### src/rtl/f32_to_f16_cvt.sv
module f32_to_f16_cvt #(
  parameter bit REGISTERED = 1'b1
) (
  input  logic        clk,
  input  logic        rst_n,
  input  logic        in_valid,
  input  logic [31:0] in_bits,
  output logic        out_valid,
  output logic [15:0] out_bits
);
  localparam int          IN_MW     = 23;
  localparam int          OUT_MW    = 10;
  localparam int          DROP      = IN_MW - OUT_MW;
  localparam int          BIAS_DIFF = 127 - 15;
  localparam logic [7:0]  EXP_ONES  = 8'hFF;

  logic                 sgn;
  logic [7:0]           ex;
  logic [IN_MW-1:0]     mn;
  logic signed [9:0]    hexp;
  logic [IN_MW:0]       sig;
  logic [4:0]           sh;
  logic [OUT_MW-1:0]    sub_q;
  logic [IN_MW:0]       rbit;
  logic                 sub_up;
  logic                 nrm_up;
  logic [15:0]          sub_word;
  logic [15:0]          nrm_word;
  logic [15:0]          conv;

  assign sgn  = in_bits[31];
  assign ex   = in_bits[30:23];
  assign mn   = in_bits[IN_MW-1:0];
  assign hexp = $signed({2'b00, ex}) - 10'(BIAS_DIFF);

  // subnormal path: hidden bit restored, shift 14..24
  assign sig    = {1'b1, mn};
  assign sh     = 5'(10'sd14 - hexp);
  assign sub_q  = OUT_MW'(sig >> sh);
  assign rbit   = 24'd1 << (sh - 5'd1);
  assign sub_up = (|(sig & rbit)) && (|(sig & ((rbit - 24'd1) | (rbit << 1))));
  assign sub_word = {sgn, 5'd0, sub_q} + {15'd0, sub_up};

  // normal path: increment applied to the assembled word
  assign nrm_up   = mn[DROP-1] & (mn[DROP] | (|mn[DROP-2:0]));
  assign nrm_word = {sgn, hexp[4:0], mn[IN_MW-1:DROP]} + {15'd0, nrm_up};

  always_comb begin
    if (ex == EXP_ONES)
      conv = {sgn, 5'h1F, |mn, mn[IN_MW-2:DROP]};
    else if (hexp >= 10'sd31)
      conv = {sgn, 15'h7C00};
    else if (hexp < -10'sd10)
      conv = {sgn, 15'h0000};
    else if (hexp <= 10'sd0)
      conv = sub_word;
    else
      conv = nrm_word;
  end

  generate
    if (REGISTERED) begin : g_reg
      always_ff @(posedge clk) begin
        if (!rst_n) begin
          out_valid <= 1'b0;
          out_bits  <= 16'h0000;
        end else begin
          out_valid <= in_valid;
          if (in_valid) out_bits <= conv;
        end
      end

      p_nan_quiet_r1: assert property (@(posedge clk) disable iff (!rst_n)
        (in_valid && in_bits[30:23] == 8'hFF && in_bits[22:0] != 23'd0)
        |=> (out_bits[14:9] == 6'h3F && out_bits[8:0] == $past(in_bits[21:13])));

      p_inf_keep_r2: assert property (@(posedge clk) disable iff (!rst_n)
        (in_valid && in_bits[30:0] == 31'h7F800000) |=> (out_bits[14:0] == 15'h7C00));

      p_ovf_inf_r3: assert property (@(posedge clk) disable iff (!rst_n)
        (in_valid && in_bits[30:23] >= 8'd143 && in_bits[30:23] != 8'hFF)
        |=> (out_bits[14:0] == 15'h7C00));

      p_flush_zero_r4: assert property (@(posedge clk) disable iff (!rst_n)
        (in_valid && in_bits[30:23] < 8'd102) |=> (out_bits[14:0] == 15'h0000));

      p_sub_range_r5: assert property (@(posedge clk) disable iff (!rst_n)
        (in_valid && in_bits[30:23] >= 8'd102 && in_bits[30:23] <= 8'd112)
        |=> (out_bits[14:10] == 5'd0 || out_bits[14:0] == 15'h0400));

      p_sign_pass_r7: assert property (@(posedge clk) disable iff (!rst_n)
        in_valid |=> (out_bits[15] == $past(in_bits[31])));

      p_valid_lat_r8: assert property (@(posedge clk) disable iff (!rst_n)
        1'b1 |=> (out_valid == $past(in_valid)));

      p_hold_r8: assert property (@(posedge clk) disable iff (!rst_n)
        !in_valid |=> $stable(out_bits));
    end else begin : g_comb
      assign out_valid = in_valid;
      assign out_bits  = conv;
    end
  endgenerate
endmodule

### config.mk
export PLATFORM = sky130hd
export DESIGN_NAME = f32_to_f16_cvt
export DESIGN_NICKNAME = d
export VERILOG_FILES = /design/src/rtl/f32_to_f16_cvt.sv
export SDC_FILE = /design/constraint.sdc
export NUM_CORES = 1
export LEC_CHECK = 0
export ABC_AREA = 1
export BUFFER_PORTS_ARGS = -buffer_cell sky130_fd_sc_hd__buf_2
export CORE_MARGIN = 5
export CORE_UTILIZATION = 60
export CTS_CLUSTER_DIAMETER = 40
export DETAILED_ROUTE_END_ITERATION = 16
export PLACE_DENSITY_LB_ADDON = 0.1
export SLEW_MARGIN = 25
export SYNTH_ARGS = -nofsm -noshare
export SYNTH_HDL_FRONTEND = slang
export SYNTH_SLANG_ARGS = --single-unit
### constraint.sdc
create_clock -name clk -period 5.7 [get_ports clk]
set_input_delay 0.57 -clock clk [delete_from_list [all_inputs] [get_ports clk]]
set_output_delay 0.57 -clock clk [all_outputs]
set_load 0.05 [all_outputs]
==> results.yml, run 1 <==
setup_path:
  crit_path_end_kind: "register"
  endpoint: "out_bits[8]"
  worstPathMaxFanout: 28
  rr_endpoint: "out_bits[14]"
  critPathLaunchType: "primary input"
  cp-startpoint: "in_bits[24]"
  rr_worst_depth: 2
  reg2reg_slack_ns: 5.01
  arrival_ns: 5.01
  r2r_start: "out_bits[14]"
  cp_slowest_cell: "nor2_1"
  cp_common_cell: "nand2_1"
  crit_type: "in -> reg"
  max_stage_delay_ns: 0.48
  critPathRequiredTime_ns: 5.85
sta:
  rsz0062_at_grt: "no"
  slew_headroom_pct: 46.2
  slew_viol_final: 0
  setup_viol: 0
  skew_ns: 0
  finalCriticalPeriod_ns: 4.86
  tightest_slew_ns: 0.803
  fmax_ghz: 0.206
  period_share_pct: 85.3
  finalSetupTns_ns: 0
  finalHoldViolations: 0
finish:
  final_nets: 846
  final_util_pct: 66.4
  drive_above_1_share_pct: 12.6
  n_antenna_cell: 0
  areaGrowthSynthToFinish_pct: 7.40
floorplan:
  die_h_um: 90.9
  num_io_pins: 52
  die_w_um: 90.9
  initial_core_util_pct: 61.8
  core_area_um2: 6350
  rows: 29
  die_area_um2: 8260
status:
  status: "finished clean"
power:
  peakVddDrop_uv: 189
  pwr_density_cell_nw_per_um2: 156
  power_leakage_nw: 2.28
synth:
  synth_nets: 812
  avgSynthCellArea_um2: 5.15
  ys_seq_area_share_pct: 8.67
  ys_ff_latch: 17
  synthCells: 762
  ys_types: 41
  synth_area_um2: 3930
  ys_warn_count: 0
place:
  io_buffers: 51
  dp_hpwl_um: 11300
  gp_congestion: 1.03
drt:
  drtPass1Iterations: 7
  drt_iter0_markers: 722
  drc: 0
  vias_per_cell: 6.18
  vias: 5393
  ant_nets: 0
  wl_um: 14100
  wl_per_cell_um: 16.2
global_route:
  gr-usage-all-layers_pct: 33.1
  antenna_found_initial: 0
  grt_pass1_vias: 4926
  grt-ovfl-total: 0
  grt_max_degree: 32
  grt_pass1_wl_um: 23200
clocking:
  clkTransAtPathRegs_ns: 0.08
  cts_hold_buf: 0
  cts_tree: "built"
  post_cts_buffers: 0
  clk_path_buf_depth: 2
  cts-root-buf: "clkbuf_8"
  h-tree-depth: 1
  insertion_delay_ns: 0.26
  cts_inserted_buffers: 3
  cts_resized: 0
  clock-sinks: 17
worst_hold_path:
  hold_path_class: "in -> reg"
flow_run:
  drv_cap: 0
[state kept, by name, indices dropped and copies added, names as in the netlist]
name       cells
out_bits      16
out_valid      1
[cells in the mapped netlist (all sizes together)]
cell type / count / share of area [%]
o31ai: 1 / 0.19
nor2: 91 / 10
nand2: 262 / 26
a21oi: 50 / 6.4
o211ai: 22 / 4.5
nand3b: 4 / 0.77
a21boi: 1 / 0.19
xor2: 3 / 0.67
o21bai: 2 / 0.38
ha: 15 / 4.8
buf: 16 / 2.7
nand3: 60 / 8.0
inv: 79 / 7.6
clkinv: 3 / 0.32
nand4: 5 / 0.96
nor4: 5 / 0.80
o2111ai: 6 / 1.3
nor3b: 1 / 0.19
o22ai: 2 / 0.32
or2: 4 / 0.64
a31oi: 4 / 0.64
o21ai: 91 / 12
and2: 1 / 0.16
clkbuf: 10 / 0.96
nor3: 4 / 0.51
mux2i: 3 / 0.77
dfxtp: 17 / 8.7
[per-stage QoR]
step           total power [mW]  hold WS [ns]  std cells  setup slack [ns]  cell area [um^2]
6_report                  0.656         0.507        872             0.840              4220
5_1_grt                   0.702         0.537        872             0.440              4220
4_1_cts                   0.639         0.513        872              1.00              4220
3_5_place_dp              0.547         0.509        868             0.771              4170
3_3_place_gp              0.543         0.502        868             0.786              4160
2_1_floorplan             0.442         0.682        762              1.52              3930
[worst min path at each step]
stage                               to   startpoint  cells after the start  slack, ns
final                     out_bits[15]  in_bits[31]                      3       0.51
after global routing      out_bits[15]  in_bits[31]                      3       0.54
after CTS                 out_bits[15]  in_bits[31]                      3       0.51
after detailed placement   out_bits[3]  out_bits[3]                      2       0.51
after global placement     out_bits[3]  out_bits[3]                      2       0.50
after floorplan              out_valid     in_valid                      2       0.68
[cell usage in the layout, fill, tap and decap left out, drive strengths merged, types with 2 or more instances in the layout]
master / n
inv: 79
nor2: 91
ha: 15
o211ai: 22
nand3: 60
nor3: 4
nand2: 262
nand4: 5
mux2i: 3
o21bai: 2
xor2: 3
clkinv: 4
dfxtp: 17
nor4: 5
nand3b: 4
clkbuf: 3
o22ai: 2
a31oi: 4
a21oi: 50
o2111ai: 6
o21ai: 91
buf: 55
or2: 4
[layer usage]
metal,up-vias,GRT usage [%],wire [um]
li1,2581,-,-
met1,2386,45.4,5770
met2,383,52.5,6220
met3,43,7.00,1780
met4,0,8.31,336
met5,-,0,0
[critical path: cells and delay by family]
| family | cells | cell delay [ns] |
|---|---|---|
| adder cells (fa/ha/maj) | 4 | 1.02 |
| AO/OA/AOI/OAI | 3 | 0.54 |
| buffers and inverters | 2 | 0.28 |
| AND/OR/NAND/NOR | 19 | 2.58 |
[cells by family after synthesis]
kind of cell    after synthesis  share of synthesized area [%]
compound gates              179                           25.6
xor+xnor                      3                          0.670
fa+ha+maj                    15                           4.78
buf+inv                     108                           11.5
flops                        17                           8.67
mux                           3                          0.765
simple gates                437                           48.0
[power by group]
group / leakage [nW] / internal (mW) / switching [mW]
logic: 2.11 / 0.126 / 0.304
clock network: 0.0255 / 0.0487 / 0.0467
registers: 0.141 / 0.127 / 0.00394
total: 2.28 / 0.302 / 0.354
[layout make-up]
class / instances / area [um^2]
Sequential cell: 17 / 340
Clock inverter: 1 / 5.00
Clock buffer: 3 / 41.3
Tap cell: 77 / 96.3
Inverter: 82 / 309
Timing Repair Buffer: 55 / 285
Fill cell: 623 / 2130
Multi-Input combinational cell: 637 / 3140
Note: power is estimated with default switching activity, not from simulation.
==> inputs of run 2 (changes only) <==
--- a/config.mk
+++ b/config.mk
@@ -8,7 +8,8 @@
 export ABC_AREA = 1
 export BUFFER_PORTS_ARGS = -buffer_cell sky130_fd_sc_hd__buf_2
 export CORE_MARGIN = 5
-export CORE_UTILIZATION = 60
+export CORE_UTILIZATION = 61
+export CTS_BUF_LIST = sky130_fd_sc_hd__clkbuf_4 sky130_fd_sc_hd__clkbuf_8
 export CTS_CLUSTER_DIAMETER = 40
 export DETAILED_ROUTE_END_ITERATION = 16
 export PLACE_DENSITY_LB_ADDON = 0.1
==> results.yml, run 2 (synthesized netlist as in run 1, its figures left out) <==
status:
  status: "finished clean"
sta:
  finalHoldViolations: 0
  tightest_slew_ns: 0.771
  skew_ns: 0
  finalCriticalPeriod_ns: 5.04
  fmax_ghz: 0.198
  period_share_pct: 88.4
  rsz0062_at_grt: "no"
  setup_viol: 0
  setup_ws_ns: 0.659
  hold_ws_ns: 0.513
  slew_viol_final: 0
  slew_headroom_pct: 48.3
  finalSetupTns_ns: 0
setup_path:
  crit_type: "in -> reg"
  reg2reg_slack_ns: 4.96
  critPathLaunchType: "primary input"
  rr_worst_depth: 2
  rr_endpoint: "out_bits[3]"
  crit_path_end_kind: "register"
  r2r_start: "out_bits[3]"
  arrival_ns: 5.23
  critPathRequiredTime_ns: 5.89
  worstPathMaxFanout: 28
floorplan:
  core_area_um2: 6310
  die_area_um2: 8140
  rows: 29
  initial_core_util_pct: 62.2
  num_io_pins: 52
  die_w_um: 90.2
  die_h_um: 90.2
worst_hold_path:
  hold_path_end: "out_bits[15]"
  holdPathStages: 3
  hold_path.startpoint: "in_bits[31]"
  hold_path_class: "in -> reg"
place:
  place_ws_ns: 0.601
  io_buffers: 51
  dp_hpwl_um: 11200
  placed_cells: 867
  gp_congestion: 1.05
clocking:
  post_cts_buffers: 0
  insertion_delay_ns: 0.26
  cts-root-buf: "clkbuf_8"
  clock-sinks: 17
  clkTransAtPathRegs_ns: 0.07
  cts_tree: "built"
  h-tree-depth: 1
  cts_hold_buf: 0
  cts_inserted_buffers: 3
  clk_path_buf_depth: 2
  cts_resized: 0
drt:
  dr_wl_met3_um: 1650
  vias: 5352
  wl_per_cell_um: 16.1
  ant_nets: 0
  drt_iter0_markers: 646
  drtPass1Iterations: 6
  drc: 0
  dr.max_layer_used: "met4"
  wl_met1_um: 5680
  wl_um: 14000
  met2_length_um: 6160
  vias_per_cell: 6.14
finish:
  layout_common_cells: "nand2_1, o21ai_0, nor2_1"
  fill_cells: 638
  n_antenna_cell: 0
  top_regs: "out_bits: 16 flops, out_valid: 1 flops"
  largest_register_ffs: 16
  areaGrowthSynthToFinish_pct: 7.20
  stdcell_count: 871
  final_common_cell: "nand2_1"
  drive_above_1_share_pct: 12.5
  largest_register: "out_bits"
  final_nets: 845
global_route:
  antenna_found_initial: 0
  grt_pass1_wl_um: 22800
  gr-usage-all-layers_pct: 32.9
  grt_pass1_vias: 4841
  grt-ovfl-total: 0
  grt_max_degree: 32
flow_run:
  drv_cap: 0
power:
  power_leakage_nw: 2.27
  pwr_density_cell_nw_per_um2: 155
  peakVddDrop_uv: 169
  power_uw: 654
[run 2: metrics by stage]
step                      util [%]  area (um^2)
after floorplan                  -         3930
after global placement        65.8         4160
after detailed placement      65.9         4160
after CTS                     66.6         4210
after global routing          66.6         4210
final                         66.6         4210
[run 2: final cells by class]
cell class | count | area, um^2 | share of cell area [%]
Multi-Input combinational cell | 637 | 3140 | 74.6
Sequential cell | 17 | 340 | 8.09
Inverter | 82 | 309 | 7.34
Timing Repair Buffer | 54 | 278 | 6.60
Tap cell | 77 | 96.3 | 2.29
Clock buffer | 3 | 41.3 | 0.981
Clock inverter | 1 | 5.00 | 0.119
[run 2: how the worst max path moves through the flow]
stage | startpoint | endpoint | slack, ns
after CTS | in_bits[23] | out_bits[8] | 0.80
final | in_bits[23] | out_bits[8] | 0.66
after global routing | in_bits[23] | out_bits[2] | 0.32
after floorplan | in_bits[23] | out_bits[8] | 1.52
after global placement | in_bits[23] | out_bits[8] | 0.71
after detailed placement | in_bits[23] | out_bits[8] | 0.60
[run 2: where the power goes]
part	total, mW	internal (mW)	switching [mW]
logic	0.430	0.126	0.304
clock network	0.0927	0.0486	0.0441
registers	0.131	0.127	0.00351
[run 2: critical path, cell delays in order]
cell and delay [ns]:
buf_2 0.21, ha_1 0.29, nand2_2 0.12, clkinv_2 0.12, nor2_8 0.34, ha_1 0.36, nor2_1 0.42, nand3_1 0.28
a21oi_1 0.32, nor2_1 0.09, nand2_1 0.14, nand2_1 0.08, o21bai_1 0.13, nand2_1 0.06, nor3_1 0.18, nand3_1 0.15
nor2_1 0.15, nor2_1 0.06, ha_1 0.23, ha_1 0.21, nand2_1 0.12, nor2_1 0.09, nand3_1 0.16, nand2_1 0.08
nand2_1 0.08, nand2_1 0.06, a21oi_1 0.11
[run 2: layer usage]
layer | global-route usage [%] | vias to the layer above
li1 | - | 2580
met1 | 43.0 | 2363
met2 | 51.6 | 353
met3 | 6.68 | 56
met4 | 15.1 | 0
met5 | 0 | -
==> inputs of run 3 (changes only) <==
--- a/config.mk
+++ b/config.mk
@@ -12,7 +12,7 @@
 export CTS_BUF_LIST = sky130_fd_sc_hd__clkbuf_4 sky130_fd_sc_hd__clkbuf_8
 export CTS_CLUSTER_DIAMETER = 40
 export DETAILED_ROUTE_END_ITERATION = 16
-export PLACE_DENSITY_LB_ADDON = 0.1
+export PLACE_DENSITY = 0.84
 export SLEW_MARGIN = 25
 export SYNTH_ARGS = -nofsm -noshare
 export SYNTH_HDL_FRONTEND = slang
==> results.yml, run 3 (synthesized netlist as in run 1, its figures left out) <==
clocking:
  clock-sinks: 17
  insertion_delay_ns: 0.25
  clk_path_buf_depth: 2
  cts_resized: 0
  clkTransAtPathRegs_ns: 0.07
  cts_tree: "built"
  cts_hold_buf: 0
  cts-root-buf: "clkbuf_8"
  post_cts_buffers: 0
  h-tree-depth: 1
  cts_inserted_buffers: 3
sta:
  rsz0062_at_grt: "no"
  finalCriticalPeriod_ns: 4.89
  slew_headroom_pct: 49.9
  slew_viol_final: 0
  period_share_pct: 85.8
  setup_viol: 0
  finalSetupTns_ns: 0
  fmax_ghz: 0.205
  finalHoldViolations: 0
  skew_ns: 0
  tightest_slew_ns: 0.747
floorplan:
  rows: 29
  die_w_um: 90.2
  die_area_um2: 8140
  initial_core_util_pct: 62.2
  core_area_um2: 6310
  num_io_pins: 52
  die_h_um: 90.2
place:
  gp_congestion: 1.02
  io_buffers: 51
  dp_hpwl_um: 11100
power:
  power_leakage_nw: 2.27
  peakVddDrop_uv: 179
  pwr_density_cell_nw_per_um2: 155
global_route:
  gr-usage-all-layers_pct: 32.5
  grt-ovfl-total: 0
  grt_pass1_vias: 4888
  grt_max_degree: 38
  antenna_found_initial: 0
  grt_pass1_wl_um: 22800
finish:
  layout_common_cells: "nand2_1, o21ai_0, nor2_1"
  final_util_pct: 66.7
  largest_register_ffs: 16
  top_regs: "out_bits: 16 flops, out_valid: 1 flops"
  final_nets: 845
  largest_register: "out_bits"
  n_antenna_cell: 0
  fill_cells: 650
  final_common_cell: "nand2_1"
  drive_above_1_share_pct: 12.5
  areaGrowthSynthToFinish_pct: 7.27
setup_path:
  critPathLaunchType: "primary input"
  reg2reg_slack_ns: 5.01
  crit_path_end_kind: "register"
  worstPathMaxFanout: 28
  arrival_ns: 5.08
  max_stage_delay_ns: 0.42
  critPathRequiredTime_ns: 5.89
  crit_type: "in -> reg"
  cp_slowest_cell: "nor2_1"
drt:
  ant_nets: 0
  drt_iter0_markers: 599
  wl_um: 13700
  drc: 0
  vias: 5373
  vias_per_cell: 6.17
  drtPass1Iterations: 6
  wl_per_cell_um: 15.7
flow_run:
  drv_cap: 0
status:
  status: "finished clean"
worst_hold_path:
  hold_path_class: "in -> reg"
[run 3: cell types whose count changed in the layout (fill, tap and decap cells not counted)]
cell | previous run | this run
clkinv_2 | 2 | 1
clkbuf_4 | 0 | 1
[run 3: critical path, delay by kind of cell]
kind / cells / cell delay (ns)
and+or+nand+nor: 13 / 2.16
adders and majority gates: 4 / 1.05
AOI/OAI and AO/OA: 5 / 0.91
buffers and inverters: 3 / 0.38
[run 3: per-layer routing]
| metal | wire [um] | track usage [%] | up-vias |
|---|---|---|---|
| met5 | 0 | 0 | - |
| met1 | 5660 | 43.8 | 2401 |
| met2 | 6230 | 53.5 | 336 |
| li1 | - | - | 2583 |
| met3 | 1340 | 2.92 | 53 |
| met4 | 491 | 12.0 | 0 |
[run 3: power by group]
part | total, mW | internal, mW | switching, mW
Clock | 0.0971 | 0.0544 | 0.0427
Sequential | 0.131 | 0.127 | 0.00390
Combinational | 0.425 | 0.126 | 0.299
Total | 0.654 | 0.308 | 0.346
[run 3: cell type report]
cell class,instances,area (um^2),area share [%]
multi-input cells,637,3140,74.5
flip-flops and latches,17,340,8.08
inverters,82,309,7.34
repair buffers,54,278,6.60
well taps,77,96.3,2.29
clock buffers,4,48.8,1.16
[run 3: final timing paths]
path | from | end | depth (start not counted)
min reg2reg | out_bits[6] | out_bits[6] | 2
min | in_bits[31] | out_bits[15] | 3
max reg2reg | out_bits[3] | out_bits[3] | 2
max | in_bits[23] | out_bits[2] | 25
[run 3: through the flow]
stage	hold slack (ns)	total power [mW]	cells	area, um^2	setup slack, ns
finish	0.525	0.654	871	4210	0.812
global route	0.522	0.706	871	4210	0.483
CTS	0.524	0.642	871	4210	0.942
detailed placement	0.516	0.544	867	4160	0.721
global placement	0.505	0.540	867	4160	0.684
floorplan	0.682	0.442	762	3930	1.52
